**src/rtl/mcb_pkg.sv**
```systemverilog
package mcb_pkg;
   localparam int DW        = 64;
   localparam int ST_VAL    = 63;
   localparam int ST_OVER   = 62;
   localparam int ST_UC     = 61;
   localparam int ST_AR     = 55;
   localparam int GS_BUSY   = 2;
   localparam int CAP_CTLP  = 8;
   localparam int CAP_CNT_W = 8;

   typedef enum logic [2:0] {
      REJ_NONE    = 3'd0,
      REJ_UNSUP   = 3'd1,
      REJ_BANK    = 3'd2,
      REJ_STATUS  = 3'd3,
      REJ_DISCARD = 3'd4
   } rej_e;

   typedef struct packed {
      logic [DW-1:0] ctl;
      logic [DW-1:0] status;
      logic [DW-1:0] addr;
      logic [DW-1:0] misc;
   } bank_t;
endpackage

```
**src/rtl/mcb_decide.sv**
```systemverilog
module mcb_decide
   import mcb_pkg::*;
#(
   parameter int NBANKS = 4
) (
   input  logic [CAP_CNT_W-1:0] bank_i,
   input  logic [DW-1:0]        status_i,
   input  logic                 force_i,
   input  logic                 mce_en_i,
   input  logic [DW-1:0]        cap_i,
   input  logic [DW-1:0]        gstat_i,
   input  logic [DW-1:0]        gctl_i,
   input  logic [DW-1:0]        old_ctl_i,
   input  logic [DW-1:0]        old_status_i,
   output rej_e                 code_o,
   output logic                 rec_uc_o,
   output logic                 overwrite_o,
   output logic                 over_only_o,
   output logic                 reset_o,
   output logic [DW-1:0]        new_status_o
);
   logic in_range;
   logic ctl_block;

   always_comb begin
      in_range  = (32'(bank_i) < 32'(cap_i[CAP_CNT_W-1:0])) &&
                  (32'(bank_i) < 32'(NBANKS));
      ctl_block = (cap_i[CAP_CTLP] && (gctl_i != '1)) || (old_ctl_i != '1);
   end

   always_comb begin
      code_o       = REJ_NONE;
      rec_uc_o     = 1'b0;
      overwrite_o  = 1'b0;
      over_only_o  = 1'b0;
      reset_o      = 1'b0;
      new_status_o = status_i;
      if (cap_i == '0) begin
         code_o = REJ_UNSUP;
      end else if (!in_range) begin
         code_o = REJ_BANK;
      end else if (!status_i[ST_VAL]) begin
         code_o = REJ_STATUS;
      end else if (!force_i && !status_i[ST_AR] && gstat_i[GS_BUSY]) begin
         code_o = REJ_DISCARD;
      end else if (status_i[ST_UC]) begin
         if (ctl_block) begin
            code_o = REJ_DISCARD;
         end else if (gstat_i[GS_BUSY] || !mce_en_i) begin
            reset_o = 1'b1;
         end else begin
            rec_uc_o = 1'b1;
            if (old_status_i[ST_VAL]) new_status_o[ST_OVER] = 1'b1;
         end
      end else if (!old_status_i[ST_VAL] || !old_status_i[ST_UC]) begin
         overwrite_o = 1'b1;
         if (old_status_i[ST_VAL]) new_status_o[ST_OVER] = 1'b1;
      end else begin
         over_only_o = 1'b1;
      end
   end
endmodule

```
**src/rtl/mcb_global.sv**
```systemverilog
module mcb_global
   import mcb_pkg::*;
#(
   parameter logic [63:0] CAP_INIT = 64'h104
) (
   input  logic          clk_i,
   input  logic          rst_ni,
   input  logic          wr_en_i,
   input  logic [1:0]    wr_sel_i,
   input  logic [DW-1:0] wr_data_i,
   input  logic          gstat_load_i,
   input  logic [DW-1:0] gstat_in_i,
   output logic [DW-1:0] cap_o,
   output logic [DW-1:0] gstat_o,
   output logic [DW-1:0] gctl_o
);
   always_ff @(posedge clk_i) begin
      if (!rst_ni) begin
         cap_o   <= CAP_INIT;
         gstat_o <= '0;
         gctl_o  <= '0;
      end else if (wr_en_i) begin
         case (wr_sel_i)
            2'd0:    cap_o   <= wr_data_i;
            2'd1:    gstat_o <= wr_data_i;
            2'd2:    gctl_o  <= wr_data_i;
            default: ;
         endcase
      end else if (gstat_load_i) begin
         gstat_o <= gstat_in_i;
      end
   end

   AST_GSTAT_LOAD: assert property (@(posedge clk_i) disable iff (!rst_ni)
      (gstat_load_i && !wr_en_i) |=> (gstat_o == $past(gstat_in_i)));
endmodule

```
**src/rtl/mcb_bank.sv**
```systemverilog
module mcb_bank
   import mcb_pkg::*;
(
   input  logic          clk_i,
   input  logic          rst_ni,
   input  logic          wr_en_i,
   input  logic [1:0]    wr_sel_i,
   input  logic [DW-1:0] wr_data_i,
   input  logic          load_full_i,
   input  logic          set_over_i,
   input  logic [DW-1:0] status_in_i,
   input  logic [DW-1:0] addr_in_i,
   input  logic [DW-1:0] misc_in_i,
   output bank_t         q_o
);
   always_ff @(posedge clk_i) begin
      if (!rst_ni) begin
         q_o <= '0;
      end else if (wr_en_i) begin
         case (wr_sel_i)
            2'd0: q_o.ctl    <= wr_data_i;
            2'd1: q_o.status <= wr_data_i;
            2'd2: q_o.addr   <= wr_data_i;
            2'd3: q_o.misc   <= wr_data_i;
         endcase
      end else if (load_full_i) begin
         q_o.status <= status_in_i;
         q_o.addr   <= addr_in_i;
         q_o.misc   <= misc_in_i;
      end else if (set_over_i) begin
         q_o.status[ST_OVER] <= 1'b1;
      end
   end

   AST_OVER_MARK: assert property (@(posedge clk_i) disable iff (!rst_ni)
      (set_over_i && !wr_en_i && !load_full_i) |=> (q_o.status[ST_OVER] && q_o.status[ST_VAL]));
   AST_FULL_LOAD: assert property (@(posedge clk_i) disable iff (!rst_ni)
      (load_full_i && !wr_en_i) |=> (q_o.addr == $past(addr_in_i) && q_o.misc == $past(misc_in_i)));
endmodule

```
**src/rtl/mcb_logger.sv**
```systemverilog
module mcb_logger
   import mcb_pkg::*;
#(
   parameter int          NBANKS   = 4,
   parameter logic [63:0] CAP_INIT = 64'h104,
   localparam int         IDX_W    = $clog2(4 + 4 * NBANKS)
) (
   input  logic              clk_i,
   input  logic              rst_ni,
   input  logic              mce_en_i,
   input  logic              inj_valid_i,
   output logic              inj_ready_o,
   input  logic [7:0]        inj_bank_i,
   input  logic [63:0]       inj_status_i,
   input  logic [63:0]       inj_gstat_i,
   input  logic [63:0]       inj_addr_i,
   input  logic [63:0]       inj_misc_i,
   input  logic              inj_force_i,
   input  logic              reg_we_i,
   input  logic [IDX_W-1:0]  reg_idx_i,
   input  logic [63:0]       reg_wdata_i,
   output logic [63:0]       reg_rdata_o,
   output logic              done_o,
   output logic [2:0]        rej_o,
   output logic              irq_o,
   output logic              rst_req_o
);
   localparam int HI_W = IDX_W - 2;

   generate
      if (NBANKS < 1 || NBANKS > 255) begin : g_bad_nbanks
         $error("mcb_logger: NBANKS must be 1..255");
      end
   endgenerate

   logic [DW-1:0] cap, gstat, gctl;
   bank_t         banks [NBANKS];
   logic [HI_W-1:0] idx_hi;
   logic          fire;
   logic [DW-1:0] sel_ctl, sel_status;
   rej_e          code;
   logic          rec_uc, overwrite, over_only, want_reset;
   logic [DW-1:0] new_status;

   assign idx_hi      = reg_idx_i[IDX_W-1:2];
   assign inj_ready_o = !reg_we_i;
   assign fire        = inj_valid_i && inj_ready_o;

   always_comb begin
      sel_ctl    = '0;
      sel_status = '0;
      for (int b = 0; b < NBANKS; b++) begin
         if (32'(inj_bank_i) == 32'(b)) begin
            sel_ctl    = banks[b].ctl;
            sel_status = banks[b].status;
         end
      end
   end

   mcb_decide #(.NBANKS(NBANKS)) u_decide (
      .bank_i       (inj_bank_i),
      .status_i     (inj_status_i),
      .force_i      (inj_force_i),
      .mce_en_i     (mce_en_i),
      .cap_i        (cap),
      .gstat_i      (gstat),
      .gctl_i       (gctl),
      .old_ctl_i    (sel_ctl),
      .old_status_i (sel_status),
      .code_o       (code),
      .rec_uc_o     (rec_uc),
      .overwrite_o  (overwrite),
      .over_only_o  (over_only),
      .reset_o      (want_reset),
      .new_status_o (new_status)
   );

   mcb_global #(.CAP_INIT(CAP_INIT)) u_global (
      .clk_i        (clk_i),
      .rst_ni       (rst_ni),
      .wr_en_i      (reg_we_i && (idx_hi == '0)),
      .wr_sel_i     (reg_idx_i[1:0]),
      .wr_data_i    (reg_wdata_i),
      .gstat_load_i (fire && rec_uc),
      .gstat_in_i   (inj_gstat_i),
      .cap_o        (cap),
      .gstat_o      (gstat),
      .gctl_o       (gctl)
   );

   for (genvar g = 0; g < NBANKS; g++) begin : g_bank
      logic hit;
      assign hit = (32'(inj_bank_i) == 32'(g));
      mcb_bank u_bank (
         .clk_i       (clk_i),
         .rst_ni      (rst_ni),
         .wr_en_i     (reg_we_i && (idx_hi == HI_W'(g + 1))),
         .wr_sel_i    (reg_idx_i[1:0]),
         .wr_data_i   (reg_wdata_i),
         .load_full_i (fire && hit && (rec_uc || overwrite)),
         .set_over_i  (fire && hit && over_only),
         .status_in_i (new_status),
         .addr_in_i   (inj_addr_i),
         .misc_in_i   (inj_misc_i),
         .q_o         (banks[g])
      );
   end

   always_comb begin
      reg_rdata_o = '0;
      if (idx_hi == '0) begin
         case (reg_idx_i[1:0])
            2'd0:    reg_rdata_o = cap;
            2'd1:    reg_rdata_o = gstat;
            2'd2:    reg_rdata_o = gctl;
            default: reg_rdata_o = '0;
         endcase
      end else begin
         for (int b = 0; b < NBANKS; b++) begin
            if (idx_hi == HI_W'(b + 1)) begin
               case (reg_idx_i[1:0])
                  2'd0: reg_rdata_o = banks[b].ctl;
                  2'd1: reg_rdata_o = banks[b].status;
                  2'd2: reg_rdata_o = banks[b].addr;
                  2'd3: reg_rdata_o = banks[b].misc;
               endcase
            end
         end
      end
   end

   always_ff @(posedge clk_i) begin
      if (!rst_ni) begin
         done_o    <= 1'b0;
         rej_o     <= REJ_NONE;
         irq_o     <= 1'b0;
         rst_req_o <= 1'b0;
      end else begin
         done_o    <= fire;
         rej_o     <= fire ? code : REJ_NONE;
         irq_o     <= fire && rec_uc;
         rst_req_o <= fire && want_reset;
      end
   end

   AST_PULSE_EXCL: assert property (@(posedge clk_i) disable iff (!rst_ni)
      !(irq_o && rst_req_o));
   AST_REJ_QUIET: assert property (@(posedge clk_i) disable iff (!rst_ni)
      (rej_o != REJ_NONE) |-> (!irq_o && !rst_req_o && done_o));
   AST_REJECT_HOLDS: assert property (@(posedge clk_i) disable iff (!rst_ni)
      (fire && code != REJ_NONE) |=> $stable(gstat));
   AST_NO_FIRE_ON_WRITE: assert property (@(posedge clk_i) disable iff (!rst_ni)
      reg_we_i |-> !done_o || $past(inj_valid_i && !reg_we_i));
endmodule

```
**config.mk**
```make
export PLATFORM = sky130hd
export DESIGN_NAME = mcb_logger
export DESIGN_NICKNAME = d
export VERILOG_FILES = /design/src/rtl/mcb_pkg.sv /design/src/rtl/mcb_decide.sv /design/src/rtl/mcb_global.sv /design/src/rtl/mcb_bank.sv /design/src/rtl/mcb_logger.sv
export SDC_FILE = /design/constraint.sdc
export NUM_CORES = 2
export LEC_CHECK = 0
export ABC_CLOCK_PERIOD_IN_PS = 6650
export BUFFER_PORTS_ARGS = -buffer_cell sky130_fd_sc_hd__buf_4
export CAP_MARGIN = 20
export CORE_ASPECT_RATIO = 1.5
export CORE_MARGIN = 1
export CORE_UTILIZATION = 45
export CTS_BUF_LIST = sky130_fd_sc_hd__clkbuf_2
export DETAILED_ROUTE_END_ITERATION = 8
export PLACE_DENSITY_LB_ADDON = 0.2
export SETUP_SLACK_MARGIN = 0.15
export SLEW_MARGIN = 20
export SYNTH_ARGS = -nofsm -noshare
export SYNTH_HDL_FRONTEND = slang
export SYNTH_HIERARCHICAL = 1
export SYNTH_SLANG_ARGS = --single-unit
```
**constraint.sdc**
```tcl
create_clock -name clk_i -period 6.65 [get_ports clk_i]
set_clock_uncertainty 0.1 [all_clocks]
set_input_delay 0.665 -clock clk_i [delete_from_list [all_inputs] [get_ports clk_i]]
set_output_delay 0.665 -clock clk_i [all_outputs]
set_load 0.005 [all_outputs]
```
==> key figures <==
Run status
  – Status: finished, final reports clean

Synthesis
  – Yosys warns: 6
  – Post-Syn Nets: 7536
  – Mapped Area: 0.0675 mm²
  – Mapped Cells: 7190
  – Syn avg cell area: 9.39 µm²

Clocking
  – CTS Sinks: 1222
  – Clock Latency Late Sink: 1.84 ns
  – H-tree depth: 5
  – Num CTS Buffers: 323
  – Root Driver: clkbuf_2
  – CTS tree: yes
  – Clock Path Buffers: 4
  – Clock-pin slew on the worst setup and hold paths: 0.12 ns

Die
  – Die area: 0.152 mm²
  – Initial core utilization: 0.455
  – I/O pin count: 410
  – Die Y: 476 µm
  – Die W: 318 µm
  – Core area: 0.148 mm²
  – Row cnt: 173

Place
  – Pre-CTS setup slack: 0.673 ns
  – Placed instance area: 0.0702 mm²
  – Port Buffers: 409
  – HPWL Detailed: 182000 µm
  – Routability cong.: 0.942

Detailed routing
  – Drt pass-1 iters: 6
  – Starting DRT DRC Count: 9269
  – Final wirelength: 318000 µm
  – Vias per std cell: 6.71
  – Residual DRC: 0
  – Antenna viol nets, final: 0
  – Routed WL per cell: 31.1 µm
  – Via count: 68700

Timing
  – Final hold vios: 0
  – Period Utilization, post-route: 0.987
  – Slew HR: 0.153
  – Unrepaired setup endpoints after global routing: true
  – Highest clock rate: 152 MHz
  – Min Tclk post-route: 6.56 ns
  – Worst slew pin tran: 1.27 ns
  – Max-slew violations: 0
  – Hold slack: 0.249 ns
  – Fin worst setup slack: 0.0892 ns
  – Setup violations, final: 0
  – Setup total negative slack: 0 ns

Layout
  – Design Area, Final: 0.0817 mm²
  – Layout cells sized above 1: 0.170
  – Final #Nets: 8447
  – Fillers: 13400
  – Layout area overhead: 21.0%

GRT
  – Antenna violations before repair: 26
  – Vias in the first global route: 67000
  – Pin count of the biggest net entering global routing: 240
  – GRT Util Overall: 0.399
  – Overflow after GRT: 0
  – First-pass GRT wire length: 454000 µm

Worst setup path
  – WP data arrival: 8.09 ns
  – Worst Setup End Kind: register
  – Crit Path Max Fanout: 23
  – CP Launch Type: register
  – Worst Path Required: 8.18 ns
  – Crit Path Category: reg2reg

Power and ir drop
  – Pleak: 0.0317 µW
  – Power per Cell Area: 183 mW/mm²
  – Max VDD drop: 0.192 mV

Worst hold path
  – Hold WC Path Type: in2reg

Flow run
  – Number of max-cap violations: 0
[sequential cells by signal, summed over array words and instances (netlist names)]
register,flops
g_bank.u_bank/q_o,1024
u_global/cap_o,64
u_global/gctl_o,64
u_global/gstat_o,64
rej_o,3
done_o,1
irq_o,1
rst_req_o,1
[placed cells by master (no fill, tap or decap), types with 43 or more instances in the layout]
cell type         n
dfxtp_1        1222
buf_12           46
clkbuf_2        456
mux2_2           67
a31oi_1          64
and2_1           69
a21boi_1        358
o31ai_1         764
nand3b_1         61
o21ai_0          70
mux4_2          228
buf_4           509
nand2_1         909
a21oi_1         863
mux2_1           57
clkinv_1         43
mux2i_1         900
dlygate4sd3_1   868
a221oi_1         44
nand3_1         102
nor2_1           71
[critical path, stage by stage (launching register included)]
cell and delay [ns]:
dfxtp_1 0.41, inv_1 0.15, ha_1 0.21, nor4_1 0.34, dlygate4sd3_1 0.61, and3_1 0.19
and2_1 0.17, nand4b_2 0.23, dlygate4sd3_1 0.72, nor4_1 0.34, buf_4 0.20, o211ai_1 0.07
dlygate4sd3_1 0.59, nor2_1 0.20, nor2b_4 0.35, or2_4 0.53, buf_12 0.29, a21oi_1 0.10
dlygate4sd3_1 0.56
[metal layers]
| layer | vias up | global-route usage | routed length [µm] |
|---|---|---|---|
| met2 | 5266 | 0.617 | 141000 |
| met5 | - | 0 | 136 |
| met4 | 18 | 0.276 | 24400 |
| met1 | 33300 | 0.487 | 115000 |
| met3 | 1359 | 0.0977 | 37300 |
| li1 | 28800 | - | - |
[repair_timing]
item / 4_1_cts / 5_1_grt
gates resized for setup: 0 / 7
setup endpoints to repair: 0 / 33
buffers inserted: 0 / 6
hold endpoints to repair: 1222 / 0
hold buffers: 870 / 0
[report_power, final]
part           internal (µW)  switching [µW]  leakage, µW
clock                   1920            3340      0.00205
sequential              7400            64.5      0.00986
combinational            957            1290       0.0198
total                  10300            4690       0.0317
[final timing paths]
path / startpoint / end / slack (ns) / cells after the start
setup / recovery: u_global/cap_o[7] / g_bank[3].u_bank/q_o[148] / 0.09 / 18
hold / removal: inj_misc_i[40] / g_bank[0].u_bank/q_o[40] / 0.25 / 5
setup reg to reg: u_global/cap_o[7] / g_bank[3].u_bank/q_o[148] / 0.09 / 18
hold reg to reg: g_bank[1].u_bank/q_o[201] / g_bank[1].u_bank/q_o[201] / 0.38 / 2
[cell type report]
class | count | area [µm²] | area share
clock inverters | 59 | 314 | 0.00384
multi-input cells | 5099 | 38400 | 0.470
well taps | 1925 | 2410 | 0.0295
flip-flops and latches | 1222 | 24500 | 0.299
inverters | 17 | 66.3 | 0.000812
repair buffers | 1438 | 13700 | 0.168
diodes | 17 | 42.5 | 0.000521
clock buffers | 456 | 2280 | 0.0279
[through the flow]
stage | std cells | utilization | total power [µW]
6_report | 10200 | 0.550 | 15000
5_1_grt | 10200 | 0.550 | 15400
4_1_cts | 10200 | 0.549 | 14900
3_5_place_dp | 8822 | 0.473 | 9390
3_3_place_gp | 8822 | 0.473 | 9380
2_1_floorplan | 7190 | - | 8590
Power figures use the tool's default switching activity.
